## src/rtl/sdac_pkg.sv

```systemverilog
package sdac_pkg;

  typedef enum logic [2:0] {
    ST_IDLE,
    ST_LEAD,
    ST_HIGH,
    ST_LOW,
    ST_HOLD,
    ST_GAP,
    ST_STRB
  } sdac_st_e;

  function automatic int sdac_max(input int a, input int b);
    return (a > b) ? a : b;
  endfunction

endpackage

```

## src/rtl/sdac_phase_timer.sv

```systemverilog
module sdac_phase_timer #(
  parameter int CNT_W = 4
) (
  input  logic             clk,
  input  logic             rst_n,
  input  logic             load,
  input  logic [CNT_W-1:0] load_val,
  output logic             expired
);

  logic [CNT_W-1:0] cnt_q, cnt_d;

  always_comb begin
    cnt_d = cnt_q;
    if (load)
      cnt_d = load_val;
    else if (cnt_q != '0)
      cnt_d = cnt_q - 1'b1;
  end

  always_ff @(posedge clk or negedge rst_n) begin
    if (!rst_n) cnt_q <= '0;
    else        cnt_q <= cnt_d;
  end

  assign expired = (cnt_q == '0);

endmodule

```

## src/rtl/sdac_pwrup_gate.sv

```systemverilog
module sdac_pwrup_gate #(
  parameter int PWRUP_CYC = 2000
) (
  input  logic clk,
  input  logic rst_n,
  output logic done
);

  localparam int PW_W = $clog2(PWRUP_CYC + 1);

  logic [PW_W-1:0] cnt_q, cnt_d;
  logic            cnt_en;

  assign done   = (cnt_q == PW_W'(PWRUP_CYC));
  assign cnt_en = !done;

  always_comb begin
    cnt_d = cnt_q;
    if (cnt_en) cnt_d = cnt_q + 1'b1;
  end

  always_ff @(posedge clk or negedge rst_n) begin
    if (!rst_n) cnt_q <= '0;
    else        cnt_q <= cnt_d;
  end

  AST_PWRUP_STAYS_DONE: assert property (@(posedge clk) disable iff (!rst_n)
    done |=> done);

endmodule

```

## src/rtl/sdac_frame_shifter.sv

```systemverilog
module sdac_frame_shifter #(
  parameter int CODE_W  = 14,
  parameter int FRAME_W = 16
) (
  input  logic              clk,
  input  logic              rst_n,
  input  logic              load,
  input  logic [CODE_W-1:0] code,
  input  logic              shift,
  output logic              sdo,
  output logic              last_bit
);

  localparam int PAD_W = FRAME_W - CODE_W;
  localparam int BC_W  = $clog2(FRAME_W);

  logic [FRAME_W-1:0] sh_q, sh_d;
  logic [BC_W-1:0]    bc_q, bc_d;

  always_comb begin
    sh_d = sh_q;
    bc_d = bc_q;
    if (load) begin
      sh_d = {code, {PAD_W{1'b0}}};
      bc_d = '0;
    end else if (shift) begin
      sh_d = {sh_q[FRAME_W-2:0], 1'b0};
      bc_d = bc_q + 1'b1;
    end
  end

  always_ff @(posedge clk or negedge rst_n) begin
    if (!rst_n) begin
      sh_q <= '0;
      bc_q <= '0;
    end else begin
      sh_q <= sh_d;
      bc_q <= bc_d;
    end
  end

  assign sdo      = sh_q[FRAME_W-1];
  assign last_bit = (bc_q == BC_W'(FRAME_W - 1));

  AST_NO_SHIFT_PAST_FRAME: assert property (@(posedge clk) disable iff (!rst_n)
    last_bit |-> !shift);

endmodule

```

## src/rtl/sdac_wr_ctrl.sv

```systemverilog
module sdac_wr_ctrl
  import sdac_pkg::*;
#(
  parameter int CODE_W       = 14,
  parameter int FRAME_W      = 16,
  parameter int PWRUP_CYC    = 2000,
  parameter int CS_LEAD_CYC  = 5,
  parameter int SCK_HI_CYC   = 5,
  parameter int SCK_LO_CYC   = 5,
  parameter int CS_HOLD_CYC  = 5,
  parameter int LD_GAP_CYC   = 5,
  parameter int LD_PULSE_CYC = 5
) (
  input  logic              clk,
  input  logic              rst_n,
  input  logic              req_valid,
  input  logic [CODE_W-1:0] req_code,
  input  logic              strobe_mode,
  output logic              req_ready,
  output logic              dac_csn,
  output logic              dac_sclk,
  output logic              dac_din,
  output logic              dac_ldn
);

  localparam int MAX_PH = sdac_max(sdac_max(sdac_max(CS_LEAD_CYC, SCK_HI_CYC),
                                            sdac_max(SCK_LO_CYC, CS_HOLD_CYC)),
                                   sdac_max(LD_GAP_CYC, LD_PULSE_CYC));
  localparam int TMR_W  = sdac_max($clog2(MAX_PH), 1);

  sdac_st_e   st_q, st_d;
  logic       csn_q, csn_d;
  logic       sclk_q, sclk_d;
  logic       ldn_q, ldn_d;
  logic       mode_q, mode_d;
  logic       tmr_load;
  logic [TMR_W-1:0] tmr_val;
  logic       tmr_exp;
  logic       pwr_done;
  logic       frm_load, frm_shift, frm_last, frm_sdo;
  logic       accept;

  sdac_pwrup_gate #(.PWRUP_CYC(PWRUP_CYC)) u_pwrup (
    .clk   (clk),
    .rst_n (rst_n),
    .done  (pwr_done)
  );

  sdac_phase_timer #(.CNT_W(TMR_W)) u_timer (
    .clk      (clk),
    .rst_n    (rst_n),
    .load     (tmr_load),
    .load_val (tmr_val),
    .expired  (tmr_exp)
  );

  sdac_frame_shifter #(.CODE_W(CODE_W), .FRAME_W(FRAME_W)) u_shift (
    .clk      (clk),
    .rst_n    (rst_n),
    .load     (frm_load),
    .code     (req_code),
    .shift    (frm_shift),
    .sdo      (frm_sdo),
    .last_bit (frm_last)
  );

  assign req_ready = (st_q == ST_IDLE) && pwr_done;
  assign accept    = req_ready && req_valid;

  always_comb begin
    st_d      = st_q;
    csn_d     = csn_q;
    sclk_d    = sclk_q;
    ldn_d     = ldn_q;
    mode_d    = mode_q;
    tmr_load  = 1'b0;
    tmr_val   = '0;
    frm_load  = 1'b0;
    frm_shift = 1'b0;
    unique case (st_q)
      ST_IDLE: if (accept) begin
        frm_load = 1'b1;
        mode_d   = strobe_mode;
        csn_d    = 1'b0;
        tmr_load = 1'b1;
        tmr_val  = TMR_W'(CS_LEAD_CYC - 1);
        st_d     = ST_LEAD;
      end
      ST_LEAD: if (tmr_exp) begin
        sclk_d   = 1'b1;
        tmr_load = 1'b1;
        tmr_val  = TMR_W'(SCK_HI_CYC - 1);
        st_d     = ST_HIGH;
      end
      ST_HIGH: if (tmr_exp) begin
        sclk_d   = 1'b0;
        tmr_load = 1'b1;
        if (frm_last) begin
          tmr_val = TMR_W'(CS_HOLD_CYC - 1);
          st_d    = ST_HOLD;
        end else begin
          frm_shift = 1'b1;
          tmr_val   = TMR_W'(SCK_LO_CYC - 1);
          st_d      = ST_LOW;
        end
      end
      ST_LOW: if (tmr_exp) begin
        sclk_d   = 1'b1;
        tmr_load = 1'b1;
        tmr_val  = TMR_W'(SCK_HI_CYC - 1);
        st_d     = ST_HIGH;
      end
      ST_HOLD: if (tmr_exp) begin
        csn_d = 1'b1;
        if (mode_q) begin
          tmr_load = 1'b1;
          tmr_val  = TMR_W'(LD_GAP_CYC - 1);
          st_d     = ST_GAP;
        end else begin
          st_d = ST_IDLE;
        end
      end
      ST_GAP: if (tmr_exp) begin
        ldn_d    = 1'b0;
        tmr_load = 1'b1;
        tmr_val  = TMR_W'(LD_PULSE_CYC - 1);
        st_d     = ST_STRB;
      end
      ST_STRB: if (tmr_exp) begin
        ldn_d = 1'b1;
        st_d  = ST_IDLE;
      end
      default: st_d = ST_IDLE;
    endcase
  end

  always_ff @(posedge clk or negedge rst_n) begin
    if (!rst_n) begin
      st_q   <= ST_IDLE;
      csn_q  <= 1'b1;
      sclk_q <= 1'b0;
      ldn_q  <= 1'b1;
      mode_q <= 1'b0;
    end else begin
      st_q   <= st_d;
      csn_q  <= csn_d;
      sclk_q <= sclk_d;
      ldn_q  <= ldn_d;
      mode_q <= mode_d;
    end
  end

  assign dac_csn  = csn_q;
  assign dac_sclk = sclk_q;
  assign dac_ldn  = ldn_q;
  assign dac_din  = frm_sdo;

  AST_SCLK_IDLE_LOW: assert property (@(posedge clk) disable iff (!rst_n)
    dac_csn |-> !dac_sclk);
  AST_DIN_HELD_HIGH: assert property (@(posedge clk) disable iff (!rst_n)
    dac_sclk |-> $stable(dac_din));
  AST_LDN_HIGH_IN_FRAME: assert property (@(posedge clk) disable iff (!rst_n)
    !dac_csn |-> dac_ldn);
  AST_BUSY_NOT_READY: assert property (@(posedge clk) disable iff (!rst_n)
    (!dac_csn || !dac_ldn) |-> !req_ready);
  AST_NO_READY_EARLY: assert property (@(posedge clk) disable iff (!rst_n)
    !pwr_done |-> !req_ready);
  AST_ACCEPT_STARTS: assert property (@(posedge clk) disable iff (!rst_n)
    (req_valid && req_ready) |=> !dac_csn);

endmodule

```

## config.mk

```make
export PLATFORM = sky130hd
export DESIGN_NAME = sdac_wr_ctrl
export DESIGN_NICKNAME = d
export VERILOG_FILES = /design/src/rtl/sdac_pkg.sv /design/src/rtl/sdac_phase_timer.sv /design/src/rtl/sdac_pwrup_gate.sv /design/src/rtl/sdac_frame_shifter.sv /design/src/rtl/sdac_wr_ctrl.sv
export SDC_FILE = /design/constraint.sdc
export NUM_CORES = 1
export LEC_CHECK = 0
export ABC_AREA = 1
export CORE_MARGIN = 8
export CORE_UTILIZATION = 40
export CTS_BUF_LIST = sky130_fd_sc_hd__clkbuf_4
export CTS_CLUSTER_SIZE = 30
export DETAILED_ROUTE_END_ITERATION = 8
export HOLD_SLACK_MARGIN = 0.08
export MAX_ROUTING_LAYER = met4
export PLACE_DENSITY = 0.68
export SLEW_MARGIN = 20
export SYNTH_ARGS = -nofsm -noshare
export SYNTH_HDL_FRONTEND = slang
export SYNTH_HIERARCHICAL = 1
export SYNTH_SLANG_ARGS = --single-unit
```

## constraint.sdc

```tcl
create_clock -name clk -period 2.3 [get_ports clk]
set_input_delay 0.345 -clock clk [delete_from_list [all_inputs] [get_ports clk]]
set_output_delay 0.345 -clock clk [all_outputs]
set_load 0.03 [all_outputs]
```

==> metrics.md <==
| Metric | Value |
|---|---|
| Die Ht | 88.69 µm |
| Synth area leaders | dfrtp_1 (44%), nand2_1 (17%), nand3_1 (6.2%) |
| Max-Cap Viols | 0 |
| Cells after Synth | 270 |
| Synth top area share | 0.4381 |
| Max Clock Skew | 0.008877 ns |
| Final Cell Area | 0.002467 mm² |
| Critical Path End Type | output port |
| CTS root buffer | clkbuf_4 |
| R2r setup slk | 0.24 ns |
| Largest area contributor in the netlist | dfrtp_1 |
| Fillers | ~500 |
| Synth cell types | 28 |
| Global-route wire length before repair | between 7000 and 8000 µm |
| Final hold vios | 0 |
| Ant diodes | 0 |
| Setup_tns | 0 ns |
| Clock slew at reported path FFs | 0.12 ns |
| Initial core utilization | 0.4138 |
| Cell area after synthesis | 0.002113 mm² |
| WL final | a little under 4000 µm |
| Vias | 1695 |
| Min-delay src | dac_csn |
| Area Growth Syn to Fin | 16.76% |
| Core Area | 0.005107 mm² |
| Maximum VDD drop | approximately 330 µV |
| Sink Count | 39 |
| Worst min path class | flop to flop |
| Number of global-route vias before repair | ~1.7k |
| Top Ports | 23 |
| Layout cells sized above 1 | 0.1325 |
| Placed cell area | approximately 0.0024 mm² |
| CP Max Fanout | 3 |
| # setup viols final | 0 |
| Final Critical Period | roughly 2.1 ns |
| Max-Slew Margin vs Limit | 0.6530 |
| Die W | slightly below 90 µm |
| Port buffer count | 22 |
| Largest net degree at the start of global routing | 25 |
| Synth async-reset ratio | 1.000 |
| CTS buffer count | 5 |
| Crit-path slowest cell | dfrtp_1 |
| Max-slew violations | 0 |
| Main synth FF type | dfrtp_1 |
| Nets | between 300 and 400 |
| GR Util All Layers | 0.1158 |
| Antenna violations before repair | 0 |
| Fmax | approximately 480 MHz |
| CP cell instances | inv_1, ha_1, nand2_1, nor2_2, nand3_2, inv_1, inv_1, nor2_1, clkbuf_2 |
| Final period util | 0.9074 |
| Post-synth EDFFs | 0 |
| Fin util | 0.4831 |
| Yosys reg bits | 39 |
| PwrDens | 547.9 mW/mm² |
| List of most frequent post-synthesis cells | nand2_1 (96), dfrtp_1 (37), inv_1 (32) |
| Setup Buffers After CTS | 0 |
| Data required, critical path | just under 2 ns |
| Worst-Skew Late Latency | approximately 0.34 ns |
| Setup crit start kind | flop |
| Die Area | around 0.0079 mm² |
| CTS tree | yes |
| Remaining Overflow, GRT | 0 |
| Pleak | 0.001215 µW |
| Row count | 26 |
| DRT Pass-1 Iters | 4 |
| DR iter-0 viols | 87 |
| Total Power | approximately 1400 µW |
| R2R depth | 12 |
| Status | finished clean |
| ANT nets after route | 0 |
| Hold Path Cell Cnt | 2 |
| Count leader, synth | nand2_1 |
| Worst slew pin tran | ~0.52 ns |
| HPWL Detailed | around 3000 µm |
| R2r startpoint | u_pwrup/cnt_q[0] |
| Mean Syn Cell Area | 7.827 µm² |
| H-tree Lvls | 2 |
| Syn. warnings | 6 |
| Number of vias per cell | between 4 and 5 |
| # DRC | 0 |
| Hold path endpoint | dac_csn |
| RSZ-0062 raised after global routing | no |
| Clk buf depth | 2 |
| Capturing point of the worst reg2reg path | u_shift/sh_q[15] |
| Placer Congestion | just under 0.9 |
| CP arrival | about 1.7 ns |
| Worst setup path class | flop to output port |
| Routed len/inst | around 11 µm |
| Worst path max stage delay | around 0.39 ns |
| Seq/Total Area, Yosys | 0.4630 |
| Top cell by count, worst path | inv_1 |
## power by group
group          switching [µW]  total (µW)  internal, µW  leakage (µW)
combinational             149         256           106      0.000687
clock                     224         337           114     0.0000347
sequential               28.0         759           731      0.000493
total                     401        1350           951       0.00122
## worst max-delay path: cells and delay by family, from the launching register on
kind | cells | cell delay, ns
flops | 1 | 0.39
simple gates | 4 | 0.43
fa+ha+maj | 1 | 0.16
buf+inv | 4 | 0.43
## logic make-up after synthesis
kind of cell	after synthesis	share of synthesized area
AO/OA/AOI/OAI	19	0.05329
XOR/XNOR	4	0.01658
adder cells (fa/ha/maj)	5	0.02960
buffers and inverters	41	0.08762
other	1	0.001774
AND/OR/NAND/NOR	161	0.3481
flip-flops	39	0.4630
## placed cells by master, fill, tap and decap left out, drive strengths merged, types with 2 or more instances in the layout
| master | n |
|---|---|
| o31ai | 2 |
| clkinv | 3 |
| nand4 | 3 |
| nand2 | 101 |
| dfstp | 2 |
| o21ai | 6 |
| a21oi | 8 |
| nor3 | 2 |
| ha | 5 |
| nor2 | 24 |
| buf | 6 |
| nand3 | 28 |
| clkbuf | 6 |
| inv | 36 |
| clkdlybuf4s50 | 20 |
| conb | 2 |
| xor2 | 4 |
| dfrtp | 37 |
| nand3b | 2 |
## sequential cells by signal (all words and copies together), names as in the netlist
| signal | count |
|---|---|
| u_pwrup/cnt_q | 11 |
| dac_csn | 1 |
| st_q | 3 |
| u_shift/bc_q | 4 |
| dac_ldn | 1 |
| u_timer/cnt_q | 3 |
| mode_q | 1 |
| u_shift/sh_q | 14 |
| dac_sclk | 1 |
## per-stage QoR
stage	instances	worst slack [ns]	hold slack, ns
6_report	372	0.2130	0.4827
5_1_grt	372	0.01227	0.5081
4_1_cts	372	0.009411	0.4899
3_5_place_dp	363	0.1108	0.3586
3_3_place_gp	363	0.1489	0.3656
2_1_floorplan	271	0.4158	0.04941
## repair_timing
action | CTS | global route
endpoints found under the hold margin | 21 | 0
endpoints found under the setup margin | 1 | 3
cloned | 0 | 0
gates resized for setup | 2 | 2
hold buffers | 1 | 0
## routing by layer
| metal | wire (µm) | GRT usage | vias up |
|---|---|---|---|
| li1 | - | - | 900 |
| met1 | 1897 | 0.1391 | 766 |
| met2 | 1884 | 0.1860 | 27 |
| met3 | 122 | 0.02786 | 2 |
| met4 | 19 | 0.03687 | 0 |
| met5 | 0 | - | - |
## how the worst max path moves through the flow
stage	startpoint	endpoint	cells after the start
2_1_floorplan	u_pwrup/cnt_q[0]	u_shift/bc_q[3]	14
3_3_place_gp	u_pwrup/cnt_q[1]	req_ready	9
3_5_place_dp	u_pwrup/cnt_q[1]	req_ready	9
4_1_cts	u_pwrup/cnt_q[1]	req_ready	9
5_1_grt	u_pwrup/cnt_q[1]	req_ready	9
6_report	u_pwrup/cnt_q[0]	req_ready	9
## final cells by class
cell class,count,area (µm²),share of cell area
Clock buffer,5,37.54,0.01521
Clock inverter,3,15.01,0.006085
Inverter,36,135.1,0.05477
Multi-Input combinational cell,191,955.9,0.3874
Sequential cell,39,978.4,0.3966
Tap cell,70,87.58,0.03550
Timing Repair Buffer,28,257.7,0.1045
Power figures use the tool's default switching activity.
